### config.mk
export PLATFORM = sky130hd
export DESIGN_NAME = canErrFlags
export DESIGN_NICKNAME = d
export VERILOG_FILES = /design/src/rtl/canErrPkg.sv /design/src/rtl/canBusOffRecovery.sv /design/src/rtl/canErrCtrl.sv /design/src/rtl/canErrFlagRegs.sv /design/src/rtl/canErrFlags.sv
export SDC_FILE = /design/constraint.sdc
export NUM_CORES = 1
export LEC_CHECK = 0
export BUFFER_PORTS_ARGS = -buffer_cell sky130_fd_sc_hd__buf_2
export CAP_MARGIN = 5
export CORE_AREA = 2 2 61 63
export DETAILED_ROUTE_END_ITERATION = 10
export DIE_AREA = 0 0 63 65
export RECOVER_POWER = 100
export SYNTH_ARGS = -nofsm -noshare
export SYNTH_HDL_FRONTEND = slang
export SYNTH_SLANG_ARGS = --single-unit
### constraint.sdc
create_clock -name clk -period 1.9 [get_ports clk]
set_input_delay 0.38 -clock clk [delete_from_list [all_inputs] [get_ports clk]]
set_output_delay 0.38 -clock clk [all_outputs]
set_load 0.005 [all_outputs]
### src/rtl/canErrPkg.sv
package canErrPkg;
  localparam int NFLAG    = 4;
  localparam int FLG_OVR  = 0;
  localparam int FLG_BOFF = 1;
  localparam int FLG_TXP  = 2;
  localparam int FLG_RXP  = 3;

  typedef struct packed {
    logic [NFLAG-1:0] setB;
    logic [NFLAG-1:0] clrB;
  } flagStrobes_t;
endpackage

### src/rtl/canBusOffRecovery.sv
module canBusOffRecovery #(
  parameter int RUN_BITS   = 11,
  parameter int RUN_TARGET = 128
) (
  input  logic clk,
  input  logic rstN,
  input  logic restart,
  input  logic sampleStb,
  input  logic busLevel,
  output logic seqDone
);
  localparam int RUN_W = $clog2(RUN_BITS);
  localparam int SEQ_W = $clog2(RUN_TARGET + 1);
  localparam logic [RUN_W-1:0] RUN_LAST = RUN_W'(RUN_BITS - 1);
  localparam logic [SEQ_W-1:0] SEQ_MAX  = SEQ_W'(RUN_TARGET);

  logic [RUN_W-1:0] runLen;
  logic [SEQ_W-1:0] seqCnt;

  always_ff @(posedge clk or negedge rstN) begin
    if (!rstN) begin
      runLen <= '0;
      seqCnt <= '0;
    end else if (restart) begin
      runLen <= '0;
      seqCnt <= '0;
    end else if (sampleStb) begin
      if (!busLevel) begin
        runLen <= '0;
      end else if (runLen == RUN_LAST) begin
        runLen <= '0;
        if (seqCnt != SEQ_MAX) seqCnt <= seqCnt + 1'b1;
      end else begin
        runLen <= runLen + 1'b1;
      end
    end
  end

  assign seqDone = (seqCnt == SEQ_MAX);
endmodule

### src/rtl/canErrCtrl.sv
module canErrCtrl
  import canErrPkg::*;
#(
  parameter int RX_W        = 8,
  parameter int TX_W        = 9,
  parameter int PASSIVE_LVL = 128,
  parameter int BUSOFF_LVL  = 256
) (
  input  logic                 clk,
  input  logic                 rstN,
  input  logic                 softRst,
  input  logic [RX_W-1:0]      rxErrCnt,
  input  logic [TX_W-1:0]      txErrCnt,
  input  logic                 overrunEvt,
  input  logic                 clrWe,
  input  logic [NFLAG-1:0]     clrBits,
  input  logic [NFLAG-1:0]     flagsQ,
  input  logic                 seqDone,
  output flagStrobes_t         strobes,
  output logic                 recRestart
);
  localparam logic [RX_W-1:0] RX_LVL   = RX_W'(PASSIVE_LVL);
  localparam logic [TX_W-1:0] TX_LVL   = TX_W'(PASSIVE_LVL);
  localparam logic [TX_W-1:0] TX_BOFF  = TX_W'(BUSOFF_LVL);

  logic rxCond, txCond, boffCond;
  logic rxPrev, txPrev, boffPrev;
  logic boffHeld;

  assign rxCond   = (rxErrCnt >= RX_LVL);
  assign txCond   = (txErrCnt >= TX_LVL) && (txErrCnt < TX_BOFF);
  assign boffCond = (txErrCnt >= TX_BOFF);

  always_ff @(posedge clk or negedge rstN) begin
    if (!rstN) begin
      rxPrev   <= 1'b0;
      txPrev   <= 1'b0;
      boffPrev <= 1'b0;
    end else begin
      rxPrev   <= rxCond;
      txPrev   <= txCond;
      boffPrev <= boffCond;
    end
  end

  always_comb begin
    strobes = '0;
    strobes.setB[FLG_OVR]  = overrunEvt;
    strobes.setB[FLG_BOFF] = boffCond && !boffPrev;
    boffHeld = flagsQ[FLG_BOFF] || strobes.setB[FLG_BOFF];
    strobes.setB[FLG_TXP]  = txCond && !txPrev && !boffHeld;
    strobes.setB[FLG_RXP]  = rxCond && !rxPrev && !boffHeld;
    for (int i = 0; i < NFLAG; i++) begin
      strobes.clrB[i] = clrWe && clrBits[i] && !strobes.setB[i];
    end
    strobes.clrB[FLG_BOFF] = strobes.clrB[FLG_BOFF] && seqDone;
  end

  assign recRestart = softRst || strobes.setB[FLG_BOFF];
endmodule

### src/rtl/canErrFlagRegs.sv
module canErrFlagRegs
  import canErrPkg::*;
(
  input  logic             clk,
  input  logic             rstN,
  input  logic             softRst,
  input  flagStrobes_t     strobes,
  input  logic [NFLAG-1:0] maskBits,
  output logic [NFLAG-1:0] flagsQ,
  output logic             errIrq
);
  always_ff @(posedge clk or negedge rstN) begin
    if (!rstN)        flagsQ <= '0;
    else if (softRst) flagsQ <= '0;
    else              flagsQ <= (flagsQ & ~strobes.clrB) | strobes.setB;
  end

  assign errIrq = |(flagsQ & ~maskBits);
endmodule

### src/rtl/canErrFlags.sv
module canErrFlags
  import canErrPkg::*;
#(
  parameter int RX_W        = 8,
  parameter int TX_W        = 9,
  parameter int PASSIVE_LVL = 128,
  parameter int BUSOFF_LVL  = 256,
  parameter int RUN_BITS    = 11,
  parameter int RUN_TARGET  = 128
) (
  input  logic             clk,
  input  logic             rstN,
  input  logic             softRst,
  input  logic [RX_W-1:0]  rxErrCnt,
  input  logic [TX_W-1:0]  txErrCnt,
  input  logic             busLevel,
  input  logic             sampleStb,
  input  logic             overrunEvt,
  input  logic [NFLAG-1:0] maskBits,
  input  logic             clrWe,
  input  logic [NFLAG-1:0] clrBits,
  output logic [NFLAG-1:0] flags,
  output logic             errIrq
);
  flagStrobes_t strobes;
  logic         seqDone;
  logic         recRestart;

  canBusOffRecovery #(.RUN_BITS(RUN_BITS), .RUN_TARGET(RUN_TARGET)) u_rec (
    .clk(clk), .rstN(rstN), .restart(recRestart),
    .sampleStb(sampleStb), .busLevel(busLevel), .seqDone(seqDone)
  );

  canErrCtrl #(.RX_W(RX_W), .TX_W(TX_W), .PASSIVE_LVL(PASSIVE_LVL),
               .BUSOFF_LVL(BUSOFF_LVL)) u_ctrl (
    .clk(clk), .rstN(rstN), .softRst(softRst), .rxErrCnt(rxErrCnt),
    .txErrCnt(txErrCnt), .overrunEvt(overrunEvt), .clrWe(clrWe),
    .clrBits(clrBits), .flagsQ(flags), .seqDone(seqDone),
    .strobes(strobes), .recRestart(recRestart)
  );

  canErrFlagRegs u_regs (
    .clk(clk), .rstN(rstN), .softRst(softRst), .strobes(strobes),
    .maskBits(maskBits), .flagsQ(flags), .errIrq(errIrq)
  );
endmodule

==> results.rst <==
.. list-table::
   :header-rows: 1

   * - Metric
     - Value
   * - Post-cts repair resize count
     - 0
   * - Global route overflow
     - 0
   * - Max-cap violations
     - 0
   * - Power density over the cells
     - 595 nW/um^2
   * - Final weighted congestion in routability-driven placement
     - slightly above 0.7
   * - Warning count from the yosys run
     - 0
   * - Post-DP HPWL
     - around 1600 um
   * - Vias in the first global route
     - 804
   * - Cell count after synthesis
     - between 100 and 150
   * - Clk sink count
     - 19
   * - Final routed wire length divided by cell count
     - 11.2 um
   * - Global-route wire length before repair
     - 3510 um
   * - Flip-flop and latch count after synthesis
     - 19
   * - Proportion of synthesized chip area in sequential cells
     - 48.0%
   * - Layout cells sized above 1
     - between 10% and 20%
   * - Syn_nets
     - 139
   * - Clock input transition at the sequential cells of the worst setup and hold paths
     - 0.11 ns
   * - Standard-cell rows
     - 22
   * - Post-route fraction of the period consumed by the critical path
     - 84.3%
   * - Number of distinct library cells after synthesis
     - 24
   * - Cell area after synthesis
     - 990 um^2
   * - Maximum ir drop on the vdd rail
     - between 0.2 and 0.25 mV
   * - Total placed instance area
     - 1150 um^2
   * - Setup TNS Final
     - 0 ns
   * - Width of the die
     - 63 um
   * - Core area
     - 3500 um^2
   * - Area growth from synthesis to layout
     - 16.7%
   * - Residual DRC
     - 0
   * - Hold buffer count at CTS
     - 0
   * - Cell Count, Final, Fillers Out
     - 174
   * - Final Setup Violations
     - 0
   * - # placed instances
     - 170
   * - Initial antenna violation count
     - 0
   * - Number of hold violations in the final report
     - 0
   * - Number of max-slew violations in the final report
     - 0
   * - Skew-Pair Late Insertion Delay
     - 0.30 ns
   * - Slew at the pin with the worst max-slew slack
     - just under 1 ns
   * - Number of setup buffers added after CTS
     - 0
   * - Final-stage net count
     - 163
   * - Critical path endpoint category
     - flip-flop
   * - Required time reported for the critical path endpoint
     - 2.08 ns
   * - CTS tree
     - yes
   * - Number of port buffers
     - 22
   * - Total die area
     - between 4000 and 5000 um^2
   * - Synth top area share
     - 48.0%
   * - Largest net degree at the start of global routing
     - 20
   * - Initial Util
     - about 28%
   * - Setup repair after global routing missed its margin
     - false
   * - Crit Path Category
     - flip-flop to flip-flop
   * - Count of pins on the block boundary
     - 37
   * - Synth top area cells
     - sky130_fd_sc_hd__dfrtp_1, sky130_fd_sc_hd__nor2_1, sky130_fd_sc_hd__xnor2_1
   * - Final clock skew
     - 0.00856 ns
   * - Design Area, Final
     - 1150 um^2
   * - TritonRoute pass-1 iters
     - 3
   * - Crit path arrival time
     - roughly 1.8 ns
   * - Max clock buf depth
     - 2
   * - Result of the run
     - finished clean
   * - Category of the worst setup path launch point
     - flip-flop
   * - H-tree depth
     - 1
   * - Detailed-route vias per instance
     - 4.48
   * - Most used cells in the layout excluding fill and tap cells
     - sky130_fd_sc_hd__dfrtp_1, sky130_fd_sc_hd__nor2_1, sky130_fd_sc_hd__buf_2
   * - Number of antenna diodes
     - 0
   * - Post-route core utilization
     - about a third
   * - Commonest non-fill, non-tap cell in the layout
     - sky130_fd_sc_hd__dfrtp_1
   * - Cell type with the highest aggregate area in the netlist
     - sky130_fd_sc_hd__dfrtp_1
   * - CTS Buf Count
     - 3
   * - Detail Route Antenna Nets
     - 0
   * - Total GRT Usage
     - 10.7%
   * - Biggest fanout along the worst timing path
     - 8
   * - LEAKAGE
     - around 0.54 nW
   * - Worst min-delay path category
     - input pin to asynchronous set/reset pin
   * - Time the final worst path needs with I/O delays and setup
     - 1.60 ns
   * - Height of the chip
     - 65 um
   * - Number of vias after detailed routing
     - 780
   * - Routed wire length
     - ~2000 um
   * - Max-slew headroom
     - 35.4%
   * - Maximum frequency from static timing analysis
     - 0.624 GHz
   * - Synthesized area per cell
     - 9.61 um^2
   * - Starting DRC count in detailed routing
     - 22
   * - Root buf cell
     - sky130_fd_sc_hd__clkbuf_4
==> layer usage <==
| metal | track usage [%] | wire (um) | up-vias |
|---|---|---|---|
| met3 | 1.56 | 31 | 4 |
| met4 | 5.00 | 39 | 0 |
| met1 | 12.0 | 817 | 375 |
| li1 | - | - | 392 |
| met2 | 19.9 | 1070 | 9 |
| met5 | 0 | 0 | - |
==> worst paths after layout <==
kind | depth (start not counted) | from | endpoint | slack [ns]
worst max register to register | 6 | u_rec.runLen[0] | u_rec.seqCnt[7] | 0.30
min in group clk | 1 | rxErrCnt[7] | u_ctrl.rxPrev | 0.22
worst min register to register | 2 | u_regs.flagsQ[3] | u_regs.flagsQ[3] | 0.55
worst max-delay path | 6 | u_rec.runLen[0] | u_rec.seqCnt[7] | 0.30
worst min-delay path | 1 | rstN | u_rec.seqCnt[1] | 0.20
max in group asynchronous | 1 | rstN | u_rec.runLen[1] | 1.11
==> worst max-delay path, cell delays in order, from the launching register on <==
cell	delay, ns
sky130_fd_sc_hd__dfrtp_1	0.41
sky130_fd_sc_hd__inv_1	0.10
sky130_fd_sc_hd__ha_1	0.21
sky130_fd_sc_hd__nand3b_4	0.14
sky130_fd_sc_hd__nor4_1	0.41
sky130_fd_sc_hd__xnor2_1	0.17
sky130_fd_sc_hd__nor2_1	0.05
==> registers in the layout, indices dropped and copies added (netlist names) <==
signal / cells
u_ctrl.boffPrev: 1
u_ctrl.rxPrev: 1
u_ctrl.txPrev: 1
u_rec.runLen: 4
u_rec.seqCnt: 8
u_regs.flagsQ: 4
==> power by group <==
| group | switching, mW | internal [mW] |
|---|---|---|
| Sequential | 0.00679 | 0.414 |
| Combinational | 0.0393 | 0.0276 |
| Clock | 0.121 | 0.0783 |
| Total | 0.167 | 0.520 |
==> cells in the mapped netlist (all sizes together) <==
cell type	instances
nand3	4
nor3	5
mux2i	2
nor2b	3
nand4	2
o21ai	2
a211oi	1
nand2	8
dfrtp	19
xnor2	6
nor2	15
o221ai	1
and4bb	1
a32oi	1
nand3b	3
clkbuf	3
inv	9
a21oi	6
nand2b	3
nor4	2
ha	4
a22oi	3
==> area by class of cell <==
class                   instances  area, um^2
fillers                       384        2340
flip-flops and latches         19         475
multi-input cells              72         457
repair buffers                 22         101
well taps                      48        60.1
inverters                       9        33.8
clock buffers                   3        22.5
clock inverters                 1        5.00
==> per-stage QoR <==
step	worst slack [ns]	hold WS [ns]	total power [mW]
finish	0.298	0.202	0.687
global route	0.114	0.205	0.722
CTS	0.273	0.00814	0.699
detailed placement	0.275	0.337	0.501
global placement	0.373	0.342	0.498
floorplan	0.465	0.0844	0.458
==> logic make-up (layout without fill, tap and decap cells) <==
group           count (synthesis)  count (layout)  synth area share (%)
flops                          19              19                  48.0
fa+ha+maj                       4               4                  5.06
mux                             2               2                  2.02
buf+inv                        12              35                  4.55
xor+xnor                        6               6                  5.31
compound gates                 14              14                  9.35
simple gates                   46              46                  25.7
No activity file was read; power rests on OpenSTA's default activity.
